**src/rtl/pfq_pkg.sv**
```systemverilog
package pfq_pkg;

    // Fetch engine states
    typedef enum logic [1:0] {
        FS_IDLE   = 2'd0,
        FS_TARGET = 2'd1,
        FS_STREAM = 2'd2
    } fetch_state_e;

endpackage

```
**src/rtl/pfq_ring.sv**
```systemverilog
// Circular byte store: partial-line writes at the write pointer, a read window at the read pointer.
// DEPTH and LINE must be powers of two.
module pfq_ring #(
    parameter int DEPTH = 32,
    parameter int LINE  = 16,
    parameter int WIN   = 8,
    localparam int PTR_W  = $clog2(DEPTH),
    localparam int CNT_W  = $clog2(DEPTH + 1),
    localparam int OFF_W  = $clog2(LINE),
    localparam int TAKE_W = $clog2(WIN + 1)
) (
    input  logic              clk,
    input  logic              rst_n,
    input  logic              clear_i,
    input  logic              wr_en_i,
    input  logic [OFF_W-1:0]  wr_off_i,
    input  logic [LINE*8-1:0] wr_data_i,
    input  logic [TAKE_W-1:0] take_i,
    output logic [CNT_W-1:0]  count_o,
    output logic [WIN*8-1:0]  win_o
);

    logic [7:0]       mem     [DEPTH];
    logic [PTR_W-1:0] rptr_q;
    logic [PTR_W-1:0] wptr_q;
    logic [CNT_W-1:0] cnt_q;
    logic [CNT_W-1:0] wr_n;
    logic [PTR_W-1:0] rel_a   [DEPTH];
    logic [DEPTH-1:0] slot_we;
    logic [7:0]       slot_byte [DEPTH];

    assign wr_n    = CNT_W'(LINE) - CNT_W'(wr_off_i);
    assign count_o = cnt_q;

    // Per-slot write decode: slot i receives line byte (offset + distance from write pointer)
    always_comb begin
        for (int i = 0; i < DEPTH; i++) begin
            rel_a[i]     = PTR_W'(i) - wptr_q;
            slot_we[i]   = wr_en_i && !clear_i && (CNT_W'(rel_a[i]) < wr_n);
            slot_byte[i] = wr_data_i[8*((int'(wr_off_i) + int'(rel_a[i])) & (LINE-1)) +: 8];
        end
    end

    always_ff @(posedge clk) begin
        for (int i = 0; i < DEPTH; i++) begin
            if (slot_we[i]) begin
                mem[i] <= slot_byte[i];
            end
        end
    end

    always_ff @(posedge clk or negedge rst_n) begin
        if (!rst_n) begin
            rptr_q <= '0;
            wptr_q <= '0;
            cnt_q  <= '0;
        end else if (clear_i) begin
            rptr_q <= '0;
            wptr_q <= '0;
            cnt_q  <= '0;
        end else begin
            rptr_q <= rptr_q + PTR_W'(take_i);
            if (wr_en_i) begin
                wptr_q <= wptr_q + PTR_W'(wr_n);
            end
            cnt_q <= cnt_q - CNT_W'(take_i) + (wr_en_i ? wr_n : '0);
        end
    end

    // Decoder window
    for (genvar k = 0; k < WIN; k++) begin : g_win
        assign win_o[8*k +: 8] = mem[rptr_q + PTR_W'(k)];
    end

    // decoder never consumes more than is queued
    a_r8_take_within: assert property (@(posedge clk) disable iff (!rst_n)
        !clear_i |-> (CNT_W'(take_i) <= cnt_q));

    // an accepted line always fits
    a_r3_no_overflow: assert property (@(posedge clk) disable iff (!rst_n)
        (wr_en_i && !clear_i) |-> (int'(cnt_q) - int'(take_i) + int'(wr_n) <= DEPTH));

endmodule

```
**src/rtl/pfq_arb.sv**
```systemverilog
// Fetch engine: port arbitration against announced data cycles, redirect handling, fetch address.
module pfq_arb
    import pfq_pkg::*;
#(
    parameter int ADDR_W = 32,
    parameter int DEPTH  = 32,
    parameter int LINE   = 16,
    localparam int OFF_W = $clog2(LINE),
    localparam int CNT_W = $clog2(DEPTH + 1)
) (
    input  logic              clk,
    input  logic              rst_n,
    input  logic              redir_i,
    input  logic [ADDR_W-1:0] redir_addr_i,
    input  logic              data_pend_i,
    input  logic              busy_i,
    input  logic              rvalid_i,
    input  logic [CNT_W-1:0]  count_i,
    output logic              req_o,
    output logic [ADDR_W-1:0] addr_o,
    output logic              wr_en_o,
    output logic [OFF_W-1:0]  wr_off_o
);

    fetch_state_e      state_q, state_d;
    logic [ADDR_W-1:0] faddr_q;
    logic [OFF_W-1:0]  tgt_off_q;
    logic              slot_q;
    logic              infl_q;
    logic [OFF_W-1:0]  infl_off_q;

    logic [ADDR_W-1:0] blk;
    logic [OFF_W-1:0]  off_sel;
    logic              accept;
    logic              room_ok;
    int                pend;

    // State register
    always_ff @(posedge clk or negedge rst_n) begin
        if (!rst_n) begin
            state_q <= FS_IDLE;
        end else begin
            state_q <= state_d;
        end
    end

    // Next state
    always_comb begin
        state_d = state_q;
        if (redir_i) begin
            state_d = accept ? FS_STREAM : FS_TARGET;
        end else begin
            unique case (state_q)
                FS_IDLE:   state_d = FS_IDLE;
                FS_TARGET: state_d = accept ? FS_STREAM : FS_TARGET;
                FS_STREAM: state_d = FS_STREAM;
                default:   state_d = FS_IDLE;
            endcase
        end
    end

    // Outputs
    always_comb begin
        blk     = {redir_addr_i[ADDR_W-1:OFF_W], {OFF_W{1'b0}}};
        pend    = infl_q ? (LINE - int'(infl_off_q)) : 0;
        room_ok = (DEPTH - int'(count_i) - pend) >= LINE;
        req_o   = 1'b0;
        unique case (state_q)
            FS_IDLE:   req_o = 1'b0;
            FS_TARGET: req_o = !slot_q;
            FS_STREAM: req_o = !slot_q && room_ok;
            default:   req_o = 1'b0;
        endcase
        if (redir_i) begin
            // the branch's own data slot carries the target fetch
            req_o   = 1'b1;
            addr_o  = blk;
            off_sel = redir_addr_i[OFF_W-1:0];
        end else begin
            addr_o  = faddr_q;
            off_sel = (state_q == FS_TARGET) ? tgt_off_q : '0;
        end
        accept   = req_o && !busy_i;
        wr_en_o  = rvalid_i && infl_q && !redir_i;
        wr_off_o = infl_off_q;
    end

    always_ff @(posedge clk or negedge rst_n) begin
        if (!rst_n) begin
            faddr_q    <= '0;
            tgt_off_q  <= '0;
            slot_q     <= 1'b0;
            infl_q     <= 1'b0;
            infl_off_q <= '0;
        end else begin
            if (redir_i) begin
                faddr_q   <= accept ? (blk + ADDR_W'(LINE)) : blk;
                tgt_off_q <= redir_addr_i[OFF_W-1:0];
            end else if (accept) begin
                faddr_q   <= faddr_q + ADDR_W'(LINE);
            end
            slot_q     <= data_pend_i;
            infl_q     <= accept;
            infl_off_q <= off_sel;
        end
    end

    // announced data cycle is never taken by a prefetch
    a_r4_yield: assert property (@(posedge clk) disable iff (!rst_n)
        ($past(data_pend_i) && !redir_i) |-> !req_o);

    // accepted request moves the fetch position by one line
    a_r2_step: assert property (@(posedge clk) disable iff (!rst_n)
        (req_o && !busy_i) |=> (redir_i || addr_o == $past(addr_o) + ADDR_W'(LINE)));

    // refused request keeps its position
    a_r9_hold: assert property (@(posedge clk) disable iff (!rst_n)
        (req_o && busy_i) |=> (redir_i || addr_o == $past(addr_o)));

endmodule

```
**src/rtl/prefetch_queue.sv**
```systemverilog
module prefetch_queue #(
    parameter int ADDR_W = 32,
    parameter int DEPTH  = 32,
    parameter int LINE   = 16,
    parameter int WIN    = 8,
    localparam int CNT_W  = $clog2(DEPTH + 1),
    localparam int OFF_W  = $clog2(LINE),
    localparam int TAKE_W = $clog2(WIN + 1)
) (
    input  logic              clk,
    input  logic              rst_n,
    input  logic              redir_i,
    input  logic [ADDR_W-1:0] redir_addr_i,
    input  logic              data_pend_i,
    output logic              ic_req_o,
    output logic [ADDR_W-1:0] ic_addr_o,
    input  logic              ic_busy_i,
    input  logic              ic_rvalid_i,
    input  logic [LINE*8-1:0] ic_rdata_i,
    output logic [CNT_W-1:0]  avail_o,
    output logic [WIN*8-1:0]  win_o,
    input  logic [TAKE_W-1:0] take_i
);

    logic             wr_en;
    logic [OFF_W-1:0] wr_off;
    logic [CNT_W-1:0] count;
    logic [TAKE_W-1:0] take_eff;

    // consumption is ignored during a redirect
    assign take_eff = redir_i ? '0 : take_i;
    assign avail_o  = count;

    pfq_arb #(
        .ADDR_W (ADDR_W),
        .DEPTH  (DEPTH),
        .LINE   (LINE)
    ) u_arb (
        .clk          (clk),
        .rst_n        (rst_n),
        .redir_i      (redir_i),
        .redir_addr_i (redir_addr_i),
        .data_pend_i  (data_pend_i),
        .busy_i       (ic_busy_i),
        .rvalid_i     (ic_rvalid_i),
        .count_i      (count),
        .req_o        (ic_req_o),
        .addr_o       (ic_addr_o),
        .wr_en_o      (wr_en),
        .wr_off_o     (wr_off)
    );

    pfq_ring #(
        .DEPTH (DEPTH),
        .LINE  (LINE),
        .WIN   (WIN)
    ) u_ring (
        .clk       (clk),
        .rst_n     (rst_n),
        .clear_i   (redir_i),
        .wr_en_i   (wr_en),
        .wr_off_i  (wr_off),
        .wr_data_i (ic_rdata_i),
        .take_i    (take_eff),
        .count_o   (count),
        .win_o     (win_o)
    );

    // a redirect leaves the queue empty
    a_r5_flush_empty: assert property (@(posedge clk) disable iff (!rst_n)
        redir_i |=> (avail_o == '0));

endmodule

```
**config.mk**
```make
export PLATFORM = sky130hd
export DESIGN_NAME = prefetch_queue
export DESIGN_NICKNAME = d
export VERILOG_FILES = /design/src/rtl/pfq_pkg.sv /design/src/rtl/pfq_ring.sv /design/src/rtl/pfq_arb.sv /design/src/rtl/prefetch_queue.sv
export SDC_FILE = /design/constraint.sdc
export NUM_CORES = 2
export LEC_CHECK = 0
export ABC_CLOCK_PERIOD_IN_PS = 4600
export BUFFER_PORTS_ARGS = -buffer_cell sky130_fd_sc_hd__buf_2
export CAP_MARGIN = 0
export CORE_MARGIN = 4
export CORE_UTILIZATION = 56
export DETAILED_ROUTE_END_ITERATION = 7
export GPL_TIMING_DRIVEN = 0
export HOLD_SLACK_MARGIN = 0.03
export PLACE_DENSITY_LB_ADDON = 0.2
export SLEW_MARGIN = 10
export SYNTH_ARGS = -nofsm -noshare
export SYNTH_HDL_FRONTEND = slang
export SYNTH_SLANG_ARGS = --single-unit
```
**constraint.sdc**
```tcl
create_clock -name clk -period 4.6 [get_ports clk]
set_input_delay 0.69 -clock clk [delete_from_list [all_inputs] [get_ports clk]]
set_output_delay 0.69 -clock clk [all_outputs]
set_load 0.05 [all_outputs]
```
; Yosys cells after proc, flatten, opt, wreduce, memory -nomap -nowiden
; Memories as Yosys holds them, arrays and structs flattened.
; Cells that the tools add are included.
[totals]
ff_bits = 60
ramBits = 256
in_bits = 170
out_inout_bits = 103
word_cells = 346
n_memories = 1
[memory_table]
columns = memory, words, word_bits, read_ports, rd_clocked_by_memory_dff, write_ports, line_no
row1 = u_ring.mem, 32, 8, 8, 0, 16, pfq_ring.sv:23  ; logic [7:0] mem [DEPTH];
[op_classes]
add_sub_neg = 81
order_cmp = 33
eq_ne = 2
shift = 32
n_mux = 130
n_reduce_logical = 58
[ops]
columns = cell, n
row1 = variable part select 128 x 8 -> 8 bit, 32
row2 = less-than comparator 5 x 6 -> 1 bit, 32
row3 = 2-to-1 mux 32 bit, 5
row4 = adder 4 bit, 32
row5 = 2-to-1 mux 8 bit, 16
row6 = OR reduction 8 bit, 16
row7 = 2-to-1 mux 5 bit, 19
row8 = 2-to-1 mux 1 bit, 81
row9 = subtractor 5 bit (first input constant), 16
row10 = adder 32 x 5 -> 32 bit (second input constant), 2
row11 = subtractor 4 x 5 -> 5 bit (first input constant), 8
row12 = logical AND 1 bit, 37
row13 = >= comparator 32 x 6 -> 1 bit (second input constant), 1
row14 = subtractor 32 bit, 1
row15 = adder 5 x 3 -> 5 bit (second input constant), 4
row16 = subtractor 3 x 5 -> 5 bit (first input constant), 4
row17 = 2-to-1 mux 4 bit, 3
row18 = 2-to-1 mux 6 bit, 2
row19 = subtractor 5 x 4 -> 6 bit (first input constant), 2
row20 = adder 5 x 2 -> 5 bit (second input constant), 2
row21 = subtractor 1 x 5 -> 5 bit (first input constant), 2
row22 = subtractor 2 x 5 -> 5 bit (first input constant), 2
row23 = subtractor 6 x 6 -> 7 bit (first input constant), 1
row24 = adder 6 bit, 1
row25 = other kinds (11), 15

; Depth between registers and ports, before layout
[depth]
depth_word = 11
depth_mapped = 19
ltp_nobuf = 17

; By module
; A second synthesis with hierarchy kept.
[hier_totals]
hier_cells = 2366
hier_area_um2 = 31495.2
[modules_own_cells]
columns = module, instances, cells_per_inst, area_each_um2, seq_area_each_um2
row1 = pfq_ring, 1, 1971, 27767.9, 8087.8
row2 = pfq_arb, 1, 391, 3702.3, 1001.0
row3 = prefetch_queue, 1, 4, 25.0, 0.0

; Worst setup path after synthesis
; OpenSTA, ideal clock, no wires.
[synth_timing]
kind = flip-flop to output port
start = register u_ring.rptr_q[0]
end = output port win_o[24]
arrival_time_ps = 4290
slack_ps = -380
stages_incl_launch_ff = 12
n_path_buf = 6
cell_sequence = dfrtp_1 -> buf_2 -> buf_1 -> clkbuf_1 -> clkbuf_1 -> inv_1 -> ha_1 -> clkbuf_1 -> buf_1 -> mux4_2 -> mux4_2 -> mux2_2
[synth_between]
elab_chain_cells = 2
[synth_lines]
columns = element, line_no
row1 = "start, declared", pfq_ring.sv:24  ; logic [PTR_W-1:0] rptr_q;
row2 = "start signal, assigned", pfq_ring.sv:62  ; rptr_q <= rptr_q + PTR_W'(take_i);
row3 = adder 5 x 2 -> 5 bit, pfq_ring.sv:72  ; assign win_o[8*k +: 8] = mem[rptr_q + PTR_W'(k)];
row4 = memory read (32 x 8 bit), n/a
row5 = "end, declared", prefetch_queue.sv:21  ; output logic [WIN*8-1:0] win_o,
; Every way passes these cells.

; Worst setup path in the final report
[layout_timing]
start = register u_arb.infl_off_q[1] (netlist: u_arb.wr_off_o[1])
end = output port ic_req_o
[layout_between]
elab_chain_cells = 7
[layout_lines]
columns = element, line_no
row1 = "start, declared", pfq_arb.sv:30  ; logic [OFF_W-1:0] infl_off_q;
row2 = "start signal, assigned", pfq_arb.sv:104  ; infl_off_q <= off_sel;
row3 = subtractor 5 x 4 -> 6 bit, pfq_arb.sv:65  ; pend = infl_q ? (LINE - int'(infl_off_q)) : 0;
row4 = 2-to-1 mux 32 bit, pfq_arb.sv:65
row5 = subtractor 32 bit, pfq_arb.sv:66  ; room_ok = (DEPTH - int'(count_i) - pend) >= LINE;
row6 = >= comparator 32 x 6 -> 1 bit, pfq_arb.sv:66
row7 = logical AND 1 bit, pfq_arb.sv:71  ; FS_STREAM: req_o = !slot_q && room_ok;
row8 = one-hot mux 1 bit (2 select lines), pfq_arb.sv:68  ; unique case (state_q)
row9 = 2-to-1 mux 1 bit, pfq_arb.sv:74  ; if (redir_i) begin
row10 = "end, declared", prefetch_queue.sv:15  ; output logic ic_req_o,
; Every way passes these cells.

==> impl_results.md <==
* GPL Wtd Cong at 1.07
* Most common cell after layout, fill and taps aside: mux4_2
* Commonest non-fill, non-tap cells in the layout: mux4_2, mux2i_1, edfxtp_1, buf_2, ha_1
* Vias in the first global route at 24700
* Boundary pin count at 273
* Layout cells sized above 1 at 0.505
* Asr flop ratio synth at 0.179
* Htree depth at 2
* Yosys reg bits at 312
* Max VDD drop at 0.550 mV
* Starting DRT DRC Count at 4281
* Footprint of the multi-input gates at 0.0214 mm²
* Crit path DAT at 4.12 ns
* Cell Pwr Density at 473 mW/mm²
* Worst-path clk slew at 0.07 ns
* Final setup viols at 19
* Clock Sinks at 312
* Cells after Synth at 2047
* Period utilization at 1.05
* Via Count at 25100
* Layout Utilization at 0.676
* Initial Utilization at 0.567
* Vias per std cell at 7.90
* Layout net count at 2750
* Placed standard-cell area at 0.0335 mm²
* Max_cap viols at 0
* DR pass1 iterations at 8
* Flop2flop setup slack at 0.06 ns
* Post-synth EDFFs at 256
* Worst path max stage delay at 0.46 ns
* RR Startpoint: u_ring.wptr_q[1]
* Die H at 242 µm
* Average wire per standard cell at 41.8 µm
* Post-DRT Antenna Nets at 0
* Final instance area at 0.0364 mm²
* Leak at 13.5 nW
* Status: finished with violations
* Final WS setup at -0.209 ns
* Synth unique cells at 65
* FF+latch area at 0.00910 mm²
* Slew margin rel. at 0.0741
* First-pass GRT wire length at 184000 µm
* CP Max Fanout at 3
* Setup_tns at -0.589 ns
* Chip Width at 242 µm
* Slowest-stage cell, CP: dfrtp_2
* Area of the mapped netlist at 0.0306 mm²
* Period minus WS final at 4.81 ns
* Worst setup SP type: register
* Max Clk Rate at 0.208 GHz
* Critical path type: reg2out
* Hold Vio Cnt, Final at 0
* Initial antenna violation count at 39
* Synth warnings at 0
* Detail Placement HPWL at 106000 µm
* Clk_lat worst skew at 0.57 ns
* GRT overflow at 0
* Total global-route track usage at 0.444
* Crit. End Element: primary output
* Drt total wl at 133000 µm
* Slew Limit Fails at 0
* Clock root buffer master: clkbuf_16
* Core area at 0.0539 mm²
* Max Buffers Root-to-Sink at 3
* DRC viols at 2
* Area Growth Syn to Fin at 19.2%
* Syn avg cell area at 14.9 µm²
* Largest net degree at the start of global routing at 57
* Data required time of the worst path at 3.91 ns
* Reg2reg end: u_ring.mem[26][3]
* CTS Buf Count at 36
* Fillers at 3721
* CP cell instances: inv_4, ha_4, nor3b_4, nand2_2, ha_4, inv_2, buf_4, buf_4, o21ai_0, ha_1, nor4bb_4, nand4_1, a2111oi_4, o211a_1, buf_12, nor2_4, buf_8
* Post-synth top flop: edfxtp_1
* Slew @ Worst Pin at 1.39 ns
* Sequential element share of the synthesized area at 0.297
* Worst hold path type: in2async
* WHS at 0.175 ns
* CTS tree: yes
* Port Buf Inserts at 266
* Violated checks: DRC, setup timing
* FP Rows at 85
* DIE AREA at 0.0584 mm²
* Register-to-Register Path Depth at 8
* Unrepaired setup endpoints after global routing: true
* Worst Skew at 0.0164 ns
* Cts hold-fix bufs at 0
==> registers in the layout, indices dropped and copies added, names as in the netlist <==
signal and cells:
u_arb.faddr_q 28, u_arb.infl_q 1, u_arb.slot_q 1, u_arb.state_q 2
u_arb.tgt_off_q 4, u_arb.wr_off_o 4, u_ring.count_o 6, u_ring.mem 256
u_ring.rptr_q 5, u_ring.wptr_q 5
==> synth_stat cells (5+ instances only) <==
master	count	area share
xor2_1	57	0.016
a31oi_1	5	0.0010
nor2b_1	15	0.0031
nor3_1	19	0.0031
a211oi_1	32	0.0079
a21oi_1	35	0.0057
nand4_1	19	0.0039
fa_1	12	0.0079
and3_1	9	0.0018
ha_1	128	0.052
buf_2	8	0.0013
a21o_1	34	0.0083
mux4_2	512	0.38
xnor2_1	78	0.022
nand2_1	39	0.0048
buf_1	47	0.0058
nor4_1	5	0.0010
dfrtp_1	56	0.046
buf_4	7	0.0017
mux2i_1	279	0.091
edfxtp_1	256	0.25
nand3_1	31	0.0051
o21ai_0	6	0.00098
mux2_2	96	0.035
clkbuf_1	88	0.011
nor2_1	41	0.0050
inv_1	72	0.0088
==> critical path: cells and delay by family (launching register included) <==
kind	cells	cell delay [ns]
buffers and inverters	6	0.71
DFF	1	0.46
AOI/OAI and AO/OA	3	0.87
and+or+nand+nor	5	0.86
adders and majority gates	3	0.63
==> metal layers <==
metal  vias to the layer above  track usage  share of wire
met5                         -            0         0.0019
met4                        38        0.229          0.077
met3                       640        0.195           0.16
met2                      2518        0.676           0.44
met1                     12500        0.541           0.32
li1                       9394            -              -
==> stage by stage <==
stage,setup slack [ns],std cells,total power [mW]
6_report,-0.209,3182,17.2
5_1_grt,-0.344,3173,17.6
4_1_cts,-0.161,3139,16.6
3_5_place_dp,-2.51,3044,13.0
3_3_place_gp,-2.58,3012,12.7
2_1_floorplan,0.00355,2050,10.1
==> power breakdown <==
group / switching (mW) / internal [mW] / total [mW] / leakage, nW
logic: 6.26 / 4.19 / 10.4 / 9.99
clock network: 1.29 / 1.64 / 2.93 / 0.559
registers: 0.236 / 3.60 / 3.84 / 2.99
==> cell families after synthesis <==
logic type,share of synthesized area
multiplexers,0.504
flip-flops,0.297
buffers and inverters,0.0301
AND/OR/NAND/NOR,0.0381
adder cells (fa/ha/maj),0.0602
AO/OA/AOI/OAI,0.0316
XOR/XNOR,0.0387
other,0.000123
==> area by class of cell <==
| type | instances | area share |
|---|---|---|
| antenna | 21 | 0.00144 |
| clock inverter | 21 | 0.00563 |
| tap | 696 | 0.0239 |
| multi-input combinational | 1511 | 0.588 |
| sequential | 312 | 0.250 |
| buffer | 149 | 0.0326 |
| inverter | 74 | 0.00783 |
| timing repair buffer | 356 | 0.0639 |
| clock buffer | 42 | 0.0265 |
==> worst max-delay path by stage <==
stage	startpoint	endpoint	slack, ns	cells past startpoint
2_1_floorplan	u_arb.wr_off_o[1]	ic_req_o	0.004	15
3_3_place_gp	u_ring.rptr_q[0]	win_o[12]	-2.58	13
3_5_place_dp	u_ring.rptr_q[0]	win_o[13]	-2.51	13
4_1_cts	u_arb.wr_off_o[1]	ic_req_o	-0.16	15
5_1_grt	u_arb.wr_off_o[0]	ic_req_o	-0.34	17
6_report	u_arb.wr_off_o[1]	ic_req_o	-0.21	17
==> timing repair <==
action | CTS | global route
gates resized for setup | 233 | 78
pin swaps | 14 | 8
buffers inserted | 31 | 16
endpoints found under the setup margin | 245 | 109
cloned | 4 | 7
Note: power is estimated with default switching activity, not from simulation.
